<file path="src/rtl/testpat_pkg.sv">
`timescale 1ns/1ps
package testpat_pkg;
    localparam int WORD_W   = 32;
    localparam int FLD_W    = $clog2(WORD_W);
    localparam int QRSS_LEN = 20;
    localparam int QRSS_TAP = 17;
    localparam int ZRUN     = 14;
    localparam logic [7:0] ADDR_LO = 8'h82;
    localparam logic [7:0] ADDR_HI = 8'h83;
    localparam logic [7:0] LO_KEEP = 8'h7F;
    localparam logic [7:0] HI_KEEP = 8'h1F;

    typedef enum logic [1:0] {
        MODE_PRBS   = 2'd0,
        MODE_REPEAT = 2'd1,
        MODE_QRSS   = 2'd2
    } mode_e;

    typedef struct packed {
        mode_e             mode;
        logic [FLD_W-1:0]  len_m1;
        logic [FLD_W-1:0]  tap_m1;
    } cfg_t;

    function automatic logic [WORD_W-1:0] len_mask(input logic [FLD_W-1:0] lm);
        return {WORD_W{1'b1}} >> (WORD_W - 1 - int'(lm));
    endfunction
endpackage

</file>
<file path="src/rtl/testpat_regs.sv">
`timescale 1ns/1ps
module testpat_regs
    import testpat_pkg::*;
(
    input  logic       clk,
    input  logic       rst_n,
    input  logic       wr_en,
    input  logic [7:0] wr_addr,
    input  logic [7:0] wr_data,
    input  logic       load,
    output cfg_t       cfg_new,
    output cfg_t       cfg_act
);
    typedef struct packed {
        logic [7:0] lo;
        logic [7:0] hi;
        cfg_t       act;
    } regs_t;

    regs_t r_d, r_q;

    always_comb begin
        if (r_q.lo[6]) begin
            cfg_new.mode   = MODE_QRSS;
            cfg_new.len_m1 = FLD_W'(QRSS_LEN - 1);
            cfg_new.tap_m1 = FLD_W'(QRSS_TAP - 1);
        end else begin
            cfg_new.mode   = r_q.lo[5] ? MODE_REPEAT : MODE_PRBS;
            cfg_new.len_m1 = r_q.lo[FLD_W-1:0];
            cfg_new.tap_m1 = r_q.hi[FLD_W-1:0];
        end
    end

    always_comb begin
        r_d = r_q;
        if (wr_en && wr_addr == ADDR_LO) r_d.lo = wr_data & LO_KEEP;
        if (wr_en && wr_addr == ADDR_HI) r_d.hi = wr_data & HI_KEEP;
        if (load)                        r_d.act = cfg_new;
    end

    always_ff @(posedge clk) begin
        if (!rst_n) begin
            r_q.lo  <= '0;
            r_q.hi  <= '0;
            r_q.act <= '{mode: MODE_PRBS, len_m1: '0, tap_m1: '0};
        end else begin
            r_q <= r_d;
        end
    end

    assign cfg_act = r_q.act;

    // a write to the low address lands masked in the shadow
    a_r2_lo_write: assert property (@(posedge clk) disable iff (!rst_n)
        (wr_en && wr_addr == ADDR_LO) |=> r_q.lo == ($past(wr_data) & LO_KEEP));
    // a write to the high address lands masked in the shadow
    a_r2_hi_write: assert property (@(posedge clk) disable iff (!rst_n)
        (wr_en && wr_addr == ADDR_HI) |=> r_q.hi == ($past(wr_data) & HI_KEEP));
    // active configuration changes only through a load
    a_r2_act_hold: assert property (@(posedge clk) disable iff (!rst_n)
        !load |=> $stable(r_q.act));
endmodule

</file>
<file path="src/rtl/testpat_shifter.sv">
`timescale 1ns/1ps
module testpat_shifter
    import testpat_pkg::*;
(
    input  logic              clk,
    input  logic              rst_n,
    input  logic              load,
    input  logic              adv,
    input  logic [WORD_W-1:0] pattern_word,
    input  mode_e             new_mode,
    input  logic [FLD_W-1:0]  new_len_m1,
    input  cfg_t              cfg_act,
    output logic [WORD_W-1:0] state,
    output logic              raw_bit
);
    logic [WORD_W-1:0] state_d, state_q;
    logic [WORD_W-1:0] mask_new, mask_act, seed;
    logic              fb;

    always_comb begin
        mask_new = len_mask(new_len_m1);
        mask_act = len_mask(cfg_act.len_m1);
        seed     = pattern_word & mask_new;
        fb       = state_q[cfg_act.len_m1] ^ state_q[cfg_act.tap_m1];
        state_d  = state_q;
        if (load) begin
            if (new_mode != MODE_REPEAT && seed == '0) state_d = mask_new;
            else                                       state_d = seed;
        end else if (adv) begin
            if (cfg_act.mode == MODE_REPEAT) begin
                state_d = state_q >> 1;
                state_d[cfg_act.len_m1] = state_q[0];
            end else begin
                state_d = ((state_q << 1) | WORD_W'(fb)) & mask_act;
            end
        end
    end

    always_ff @(posedge clk) begin
        if (!rst_n) state_q <= '1;
        else        state_q <= state_d;
    end

    assign state   = state_q;
    assign raw_bit = (cfg_act.mode == MODE_REPEAT) ? state_q[0] : state_q[cfg_act.len_m1];

    // no advance and no load leaves the register untouched
    a_r4_hold: assert property (@(posedge clk) disable iff (!rst_n)
        (!load && !adv) |=> $stable(state_q));
    // a feedback-mode load never leaves an all-zero register
    a_r6_no_lockup: assert property (@(posedge clk) disable iff (!rst_n)
        (load && new_mode != MODE_REPEAT) |=> state_q != '0);
endmodule

</file>
<file path="src/rtl/testpat_zsup.sv">
`timescale 1ns/1ps
module testpat_zsup
    import testpat_pkg::*;
(
    input  logic            clk,
    input  logic            rst_n,
    input  logic            load,
    input  logic            adv,
    input  mode_e           mode,
    input  logic            raw_bit,
    input  logic [ZRUN-1:0] window,
    output logic            bit_out
);
    logic force_one;

    always_comb begin
        force_one = (mode == MODE_QRSS) && (window == '0);
        bit_out   = raw_bit | force_one;
    end

    // checker: length of the current zero run in quasi-random mode
    logic [$clog2(WORD_W)+1:0] zrun_d, zrun_q;
    always_comb begin
        zrun_d = zrun_q;
        if (load)                            zrun_d = '0;
        else if (adv && mode == MODE_QRSS)   zrun_d = bit_out ? '0 : zrun_q + 1'b1;
    end
    always_ff @(posedge clk) begin
        if (!rst_n) zrun_q <= '0;
        else        zrun_q <= zrun_d;
    end

    // suppressed output never exceeds the zero-run bound
    a_r9_zero_run: assert property (@(posedge clk) disable iff (!rst_n)
        zrun_q <= ZRUN);
endmodule

</file>
<file path="src/rtl/testpat_gen.sv">
`timescale 1ns/1ps
module testpat_gen
    import testpat_pkg::*;
(
    input  logic              clk,
    input  logic              rst_n,
    input  logic              wr_en,
    input  logic [7:0]        wr_addr,
    input  logic [7:0]        wr_data,
    input  logic [WORD_W-1:0] pattern_word,
    input  logic              load,
    input  logic              bit_en,
    output logic              bit_out
);
    cfg_t              cfg_new, cfg_act;
    logic [WORD_W-1:0] state;
    logic              raw_bit;
    logic              adv;

    assign adv = bit_en && !load;

    testpat_regs u_regs (
        .clk     (clk),
        .rst_n   (rst_n),
        .wr_en   (wr_en),
        .wr_addr (wr_addr),
        .wr_data (wr_data),
        .load    (load),
        .cfg_new (cfg_new),
        .cfg_act (cfg_act)
    );

    testpat_shifter u_shift (
        .clk          (clk),
        .rst_n        (rst_n),
        .load         (load),
        .adv          (adv),
        .pattern_word (pattern_word),
        .new_mode     (cfg_new.mode),
        .new_len_m1   (cfg_new.len_m1),
        .cfg_act      (cfg_act),
        .state        (state),
        .raw_bit      (raw_bit)
    );

    testpat_zsup u_zsup (
        .clk     (clk),
        .rst_n   (rst_n),
        .load    (load),
        .adv     (adv),
        .mode    (cfg_act.mode),
        .raw_bit (raw_bit),
        .window  (state[QRSS_LEN-2 -: ZRUN]),
        .bit_out (bit_out)
    );
endmodule

</file>
<file path="config.mk">
export PLATFORM = sky130hd
export DESIGN_NAME = testpat_gen
export DESIGN_NICKNAME = d
export VERILOG_FILES = /design/src/rtl/testpat_pkg.sv /design/src/rtl/testpat_regs.sv /design/src/rtl/testpat_shifter.sv /design/src/rtl/testpat_zsup.sv /design/src/rtl/testpat_gen.sv
export SDC_FILE = /design/constraint.sdc
export NUM_CORES = 1
export LEC_CHECK = 0
export BUFFER_PORTS_ARGS = -buffer_cell sky130_fd_sc_hd__buf_2
export CORE_ASPECT_RATIO = 0.5
export CORE_MARGIN = 2
export CORE_UTILIZATION = 55
export CTS_CLUSTER_DIAMETER = 200
export DETAILED_ROUTE_END_ITERATION = 16
export HOLD_SLACK_MARGIN = 0.15
export PLACE_DENSITY = 0.73
export SETUP_SLACK_MARGIN = 0.1
export SYNTH_ARGS = -nofsm -noshare
export SYNTH_HDL_FRONTEND = slang
export SYNTH_SLANG_ARGS = --single-unit
</file>
<file path="constraint.sdc">
create_clock -name clk -period 3.1 [get_ports clk]
set_clock_uncertainty 0.2 [all_clocks]
set_input_delay 0.465 -clock clk [delete_from_list [all_inputs] [get_ports clk]]
set_output_delay 0.465 -clock clk [all_outputs]
set_load 0.005 [all_outputs]
</file>
* Yosys cells after proc, flatten, opt, wreduce, memory -nomap -nowiden
Index checks and enable logic that the tools add are counted.
Cells by class: bitwise logic cells 5, mux-type cells 14, shift-type cells 2, order comparisons 3, eq/ne operators 5, reductions and logical operators 10, add/sub/neg operators 2
Operators with widths (count):
- $mux W32 | 4
- $and A32 B32 Y32 | 2
- $shr A32 B32 Y32 const A | 2
- $bwmux W32 | 1
- $logic_not A32 Y1 | 1
- $or A32 B1 Y32 | 1
- $eq A8 B8 Y1 const B | 2
- $logic_not A14 Y1 | 1
- $lt A5 B6 Y1 const B | 2
- $mux W12 | 1
- $sub A5 B5 Y6 const A | 2
- $bmux W1 S5 | 2
- $logic_and A1 B1 Y1 | 6
- $demux W1 S5 | 1
- $ge A5 B1 Y1 const B | 1
- $mux W1 | 5
- $eq A2 B1 Y1 const B | 1
- $eq A2 B2 Y1 const B | 1
- $ne A2 B1 Y1 const B | 1
- $reduce_bool A2 Y1 | 1
- $logic_not A1 Y1 | 1
- $or A1 B1 Y1 | 1
- $xor A1 B1 Y1 | 1
Word-level totals: output and inout port bits 1, bits in registers 56

* Depth between registers and ports, before layout
word-level depth 9, depth in mapped cells 9, depth with buffers taken out 6

* By module
A second synthesis with hierarchy kept.
Second synthesis, totals: cell total of the unflattened synthesis 600, area, all modules 4865.9 um2
Modules (own cells, without submodules):
- testpat_shifter | instances 1, cells each 481, seq. area each 640.6 um2, area each 3674.8 um2
- testpat_regs | instances 1, cells each 113, seq. area each 480.5 um2, area each 1121.1 um2
- testpat_zsup | instances 1, cells each 5, seq. area each 0.0 um2, area each 56.3 um2
- testpat_gen | instances 1, cells each 1, seq. area each 0.0 um2, area each 13.8 um2

* Least setup slack after synthesis
OpenSTA, ideal clock, no wires.
path type input -> register, from input port pattern_word[16], to register u_shift.state_q[10], in the netlist u_shift.state[10], data required time 2807 ps, stages 7, slack 470 ps, arrival 2337 ps, cells stage by stage or3b_2 a32o_1 a2111o_1 nor4_4 buf_4 a21oi_1 o311ai_2
Between the ends: word-level cells in the longest chain between the ends 5
Ends and longest elaborated chain:
- from (decl) | RTL line testpat_gen.sv:10 | input logic [WORD_W-1:0] pattern_word,
- $and A32 B32 Y32 | RTL line testpat_shifter.sv:23 | seed = pattern_word & mask_new;
- $logic_not A32 Y1 | RTL line testpat_shifter.sv:27 | if (new_mode != MODE_REPEAT && seed == '0) state_d = mask_new;
- $logic_and A1 B1 Y1 | RTL line testpat_shifter.sv:27
- $mux W32 | RTL line testpat_shifter.sv:27
- $mux W32 | RTL line testpat_shifter.sv:26 | if (load) begin
- to (signal assigned) | RTL line testpat_shifter.sv:41 | else state_q <= state_d;
- to (decl) | RTL line testpat_shifter.sv:16 | logic [WORD_W-1:0] state_d, state_q;
Every way passes these cells. A chain may end at the register's enable or synchronous reset.

* Worst setup path in the final report
from register u_regs.r_q, in the netlist u_regs.cfg_act[8], to output port bit_out
Between the ends: word-level cells in the longest chain between the ends 4
Ends and longest elaborated chain:
- from (decl) | RTL line testpat_regs.sv:20 | regs_t r_d, r_q;
- from (signal assigned) | RTL line testpat_regs.sv:47 | r_q <= r_d;
- $bmux W1 S5 | RTL line testpat_shifter.sv:45 | assign raw_bit = (cfg_act.mode == MODE_REPEAT) ? state_q[0] : state_q[cfg_act.len_m1];
- $mux W1 (not written as such) | RTL line testpat_shifter.sv:45
- $mux W1 | RTL line testpat_shifter.sv:45
- $or A1 B1 Y1 | RTL line testpat_zsup.sv:18 | bit_out = raw_bit | force_one;
- to (decl) | RTL line testpat_gen.sv:13 | output logic bit_out
Every way passes these cells. The select of a mux whose other input is x is not followed.

==> impl_metrics.tcl <==
set metrics [dict create \
    status "completed" \
    dieArea_mm2 0.00967 \
    fin_cells 767 \
    fin_nets 703 \
    peakVddDrop_uv 255 \
    dpl.hpwl_um 12900 \
    fp.dieH_um 70.5 \
    setup_ws_ns 0.180 \
    drive_gt1_share_pct 19.7 \
    antennaDiodeCount 0 \
    post_cts_buffers 0 \
    grt_max_degree 57 \
    ant_nets 0 \
    clkSinkCount 56 \
    yosysUniqueCellTypes 65 \
    clkTransAtPathRegs_ns 0.07 \
    fp-row-count 24 \
    p_sw_mw 0.522 \
    core_mm2 0.00865 \
    cts_tree "built" \
    syn_inst 629 \
    fin_tns_setup_ns 0 \
    grt_overflow 0 \
    drt_iter0_drc 986 \
    p_comb_share_pct 20.5 \
    synth_area_mm2 0.00487 \
    p_leak_nw 2.07 \
    wl_per_cell_um 22.9 \
    ys_ff_latch 56 \
    pwr_density_cell_mw_per_mm2 321 \
    antenna_found_initial 0 \
    cts-buffers-inserted 5 \
    synth.top_cell.area_share_pct 23.0 \
    synth_commonest_cells "a21oi_1 (56), clkbuf_1 (56), dfxtp_1 (56), mux2i_1 (55), nand2_1 (55)" \
    synth_seq_area_share_pct 23.0 \
    portBuffers 52 \
    finalHoldViolCount 0 \
    dp_cells 760 \
    critical_path_class "flop to output port" \
    fin_crit_ns 2.92 \
    pre_cts_ws_ns 0.188 \
    crit_path_max_fanout 14 \
    cp.arrival_ns 2.26 \
    synth-async-reset-ratio_pct 0 \
    htree_levels 2 \
    max_slew_margin_pct 53.0 \
    cp.required_ns 2.43 \
    finalCritPeriodShare_pct 94.2 \
    internal-power_mw 1.22 \
    cts_resized 1 \
    io_pins 54 \
    cts-root-buf "clkbuf_16" \
    drcViolationCount 0 \
    via_per_inst 7.07 \
    grt_pass1_vias 4811 \
    clk_path_buf_depth 2 \
    place_area_mm2 0.00527 \
    grt_pass1_wl_um 27300 \
    seqPwrFrac_pct 46.8 \
    synth_edf_count 0 \
    dr.pass1.iters 8 \
    die_width_um 137 \
    synth_area_leader_cell "dfxtp_1" \
    hp-class "input pin to flop" \
    initial_core_util_pct 56.3 \
    holdBufCountCts 0 \
    report.final.slew_viol_count 0 \
    gp_routability_congestion 1.01 \
    netlist_top_cells_area "dfxtp_1 (23%), mux2i_1 (11%), o221ai_1 (6.5%)" \
    syn_nets 682 \
    pwr-share-clk_pct 32.6 \
    wl_um 17600 \
    setup_violations 0 \
    power_mw 1.74 \
    rrSetupSlack_ns 0.26 \
    startpoint_type "flop" \
    rsz0062_at_grt "false" \
    postLayoutCellArea_mm2 0.00543 \
    max_freq_mhz 342 \
    ys_warn_count 0 \
    track_usage_pct 36.6 \
    netSwitchingFraction_pct 30.0 \
    max_cap_violations 0 \
    worst_slew_pin_slew_ns 0.704 \
    area_growth_pct 11.5 \
    synthFlopType "dfxtp_1" \
    clock_latency_ns 0.29 \
    end_kind "output port" \
    synth_area_per_cell_um2 7.74 \
    vias 5424 \
]
[logic make-up (layout without fill, tap and decap cells)]
kind of cell             Yosys count  in the layout  share of synthesized area (%)
XOR/XNOR                           1              1                          0.180
multiplexers                      67             67                           15.9
buffers and inverters             81            102                           6.50
adder cells (fa/ha/maj)            2              2                          0.411
AO/OA/AOI/OAI                    229            229                           33.5
flip-flops                        56             56                           23.0
AND/OR/NAND/NOR                  193            193                           20.5
[stage by stage]
step                      utilization [%]  hold WS (ns)
after floorplan                         -         0.262
after global placement               61.0         0.277
after detailed placement             61.0         0.285
after CTS                            62.7         0.226
after global routing                 62.8         0.232
final                                62.8         0.226
[per-layer routing]
layer  up-vias  global-route usage (%)  share of wire [%]
met5         -                       0                  0
met4         0                    6.41                1.5
met3        33                    11.2                 14
met2       384                    48.4                 39
met1      2534                    58.0                 46
li1       2473                       -                  -
[path summary, 6_finish.rpt]
| path | from | depth (start not counted) | end |
|---|---|---|---|
| setup / recovery | u_regs.cfg_act[8]$_SDFFE_PN0P_ | 6 | bit_out |
| hold / removal | wr_data[1] | 3 | u_regs.r_q[13]$_SDFFE_PN0P_ |
| setup reg to reg | u_regs.r_q[22]$_SDFFE_PN0P_ | 7 | u_shift.state[19]$_SDFFE_PN1P_ |
| hold reg to reg | u_regs.r_q[15]$_SDFFE_PN0P_ | 2 | u_regs.cfg_act[3]$_SDFFE_PN0P_ |
[flip-flops by register name, indices dropped and copies added (netlist names)]
signal and flops:
u_regs.r_q 12, u_shift.state 32, u_regs.cfg_act 12
[cell type report]
type                    count  area [um^2]
multi-input cells         492         3440
fillers                   761         3220
flip-flops and latches     56         1120
repair buffers             88          547
well taps                 117          146
clock buffers               6          139
inverters                   7         26.3
clock inverters             1         8.76
[critical path, stage by stage (launching register included)]
cell and delay, ns:
dfxtp_1 0.65, clkinv_1 0.40, a21oi_1 0.24, a311oi_1 0.08, nor3_2 0.29, o211ai_1 0.15
buf_2 0.16
[layout by cell type, fill, tap and decap left out, types with 6 or more instances in the layout]
cell type and instances:
or3_1 6, o221ai_1 36, mux2i_1 55, a21oi_1 56, o211ai_1 32, mux4_2 8
nor2_1 37, o2111ai_1 6, o21a_1 6, nand2_1 55, nand4_1 6, dfxtp_1 54
buf_4 34, buf_2 52, o21ai_0 45, o311ai_2 6, nand3b_1 12, nand3_1 29
[power groups by stage]
stage | combinational (mW) | clock, mW | sequential (mW)
3_3_place_gp | 0.340 | 0 | 0.826
5_1_grt | 0.381 | 0.600 | 0.817
3_5_place_dp | 0.342 | 0 | 0.826
6_report | 0.358 | 0.569 | 0.816
4_1_cts | 0.344 | 0.568 | 0.809
2_1_floorplan | 0.220 | 0 | 0.798
Power figures use the tool's default switching activity.
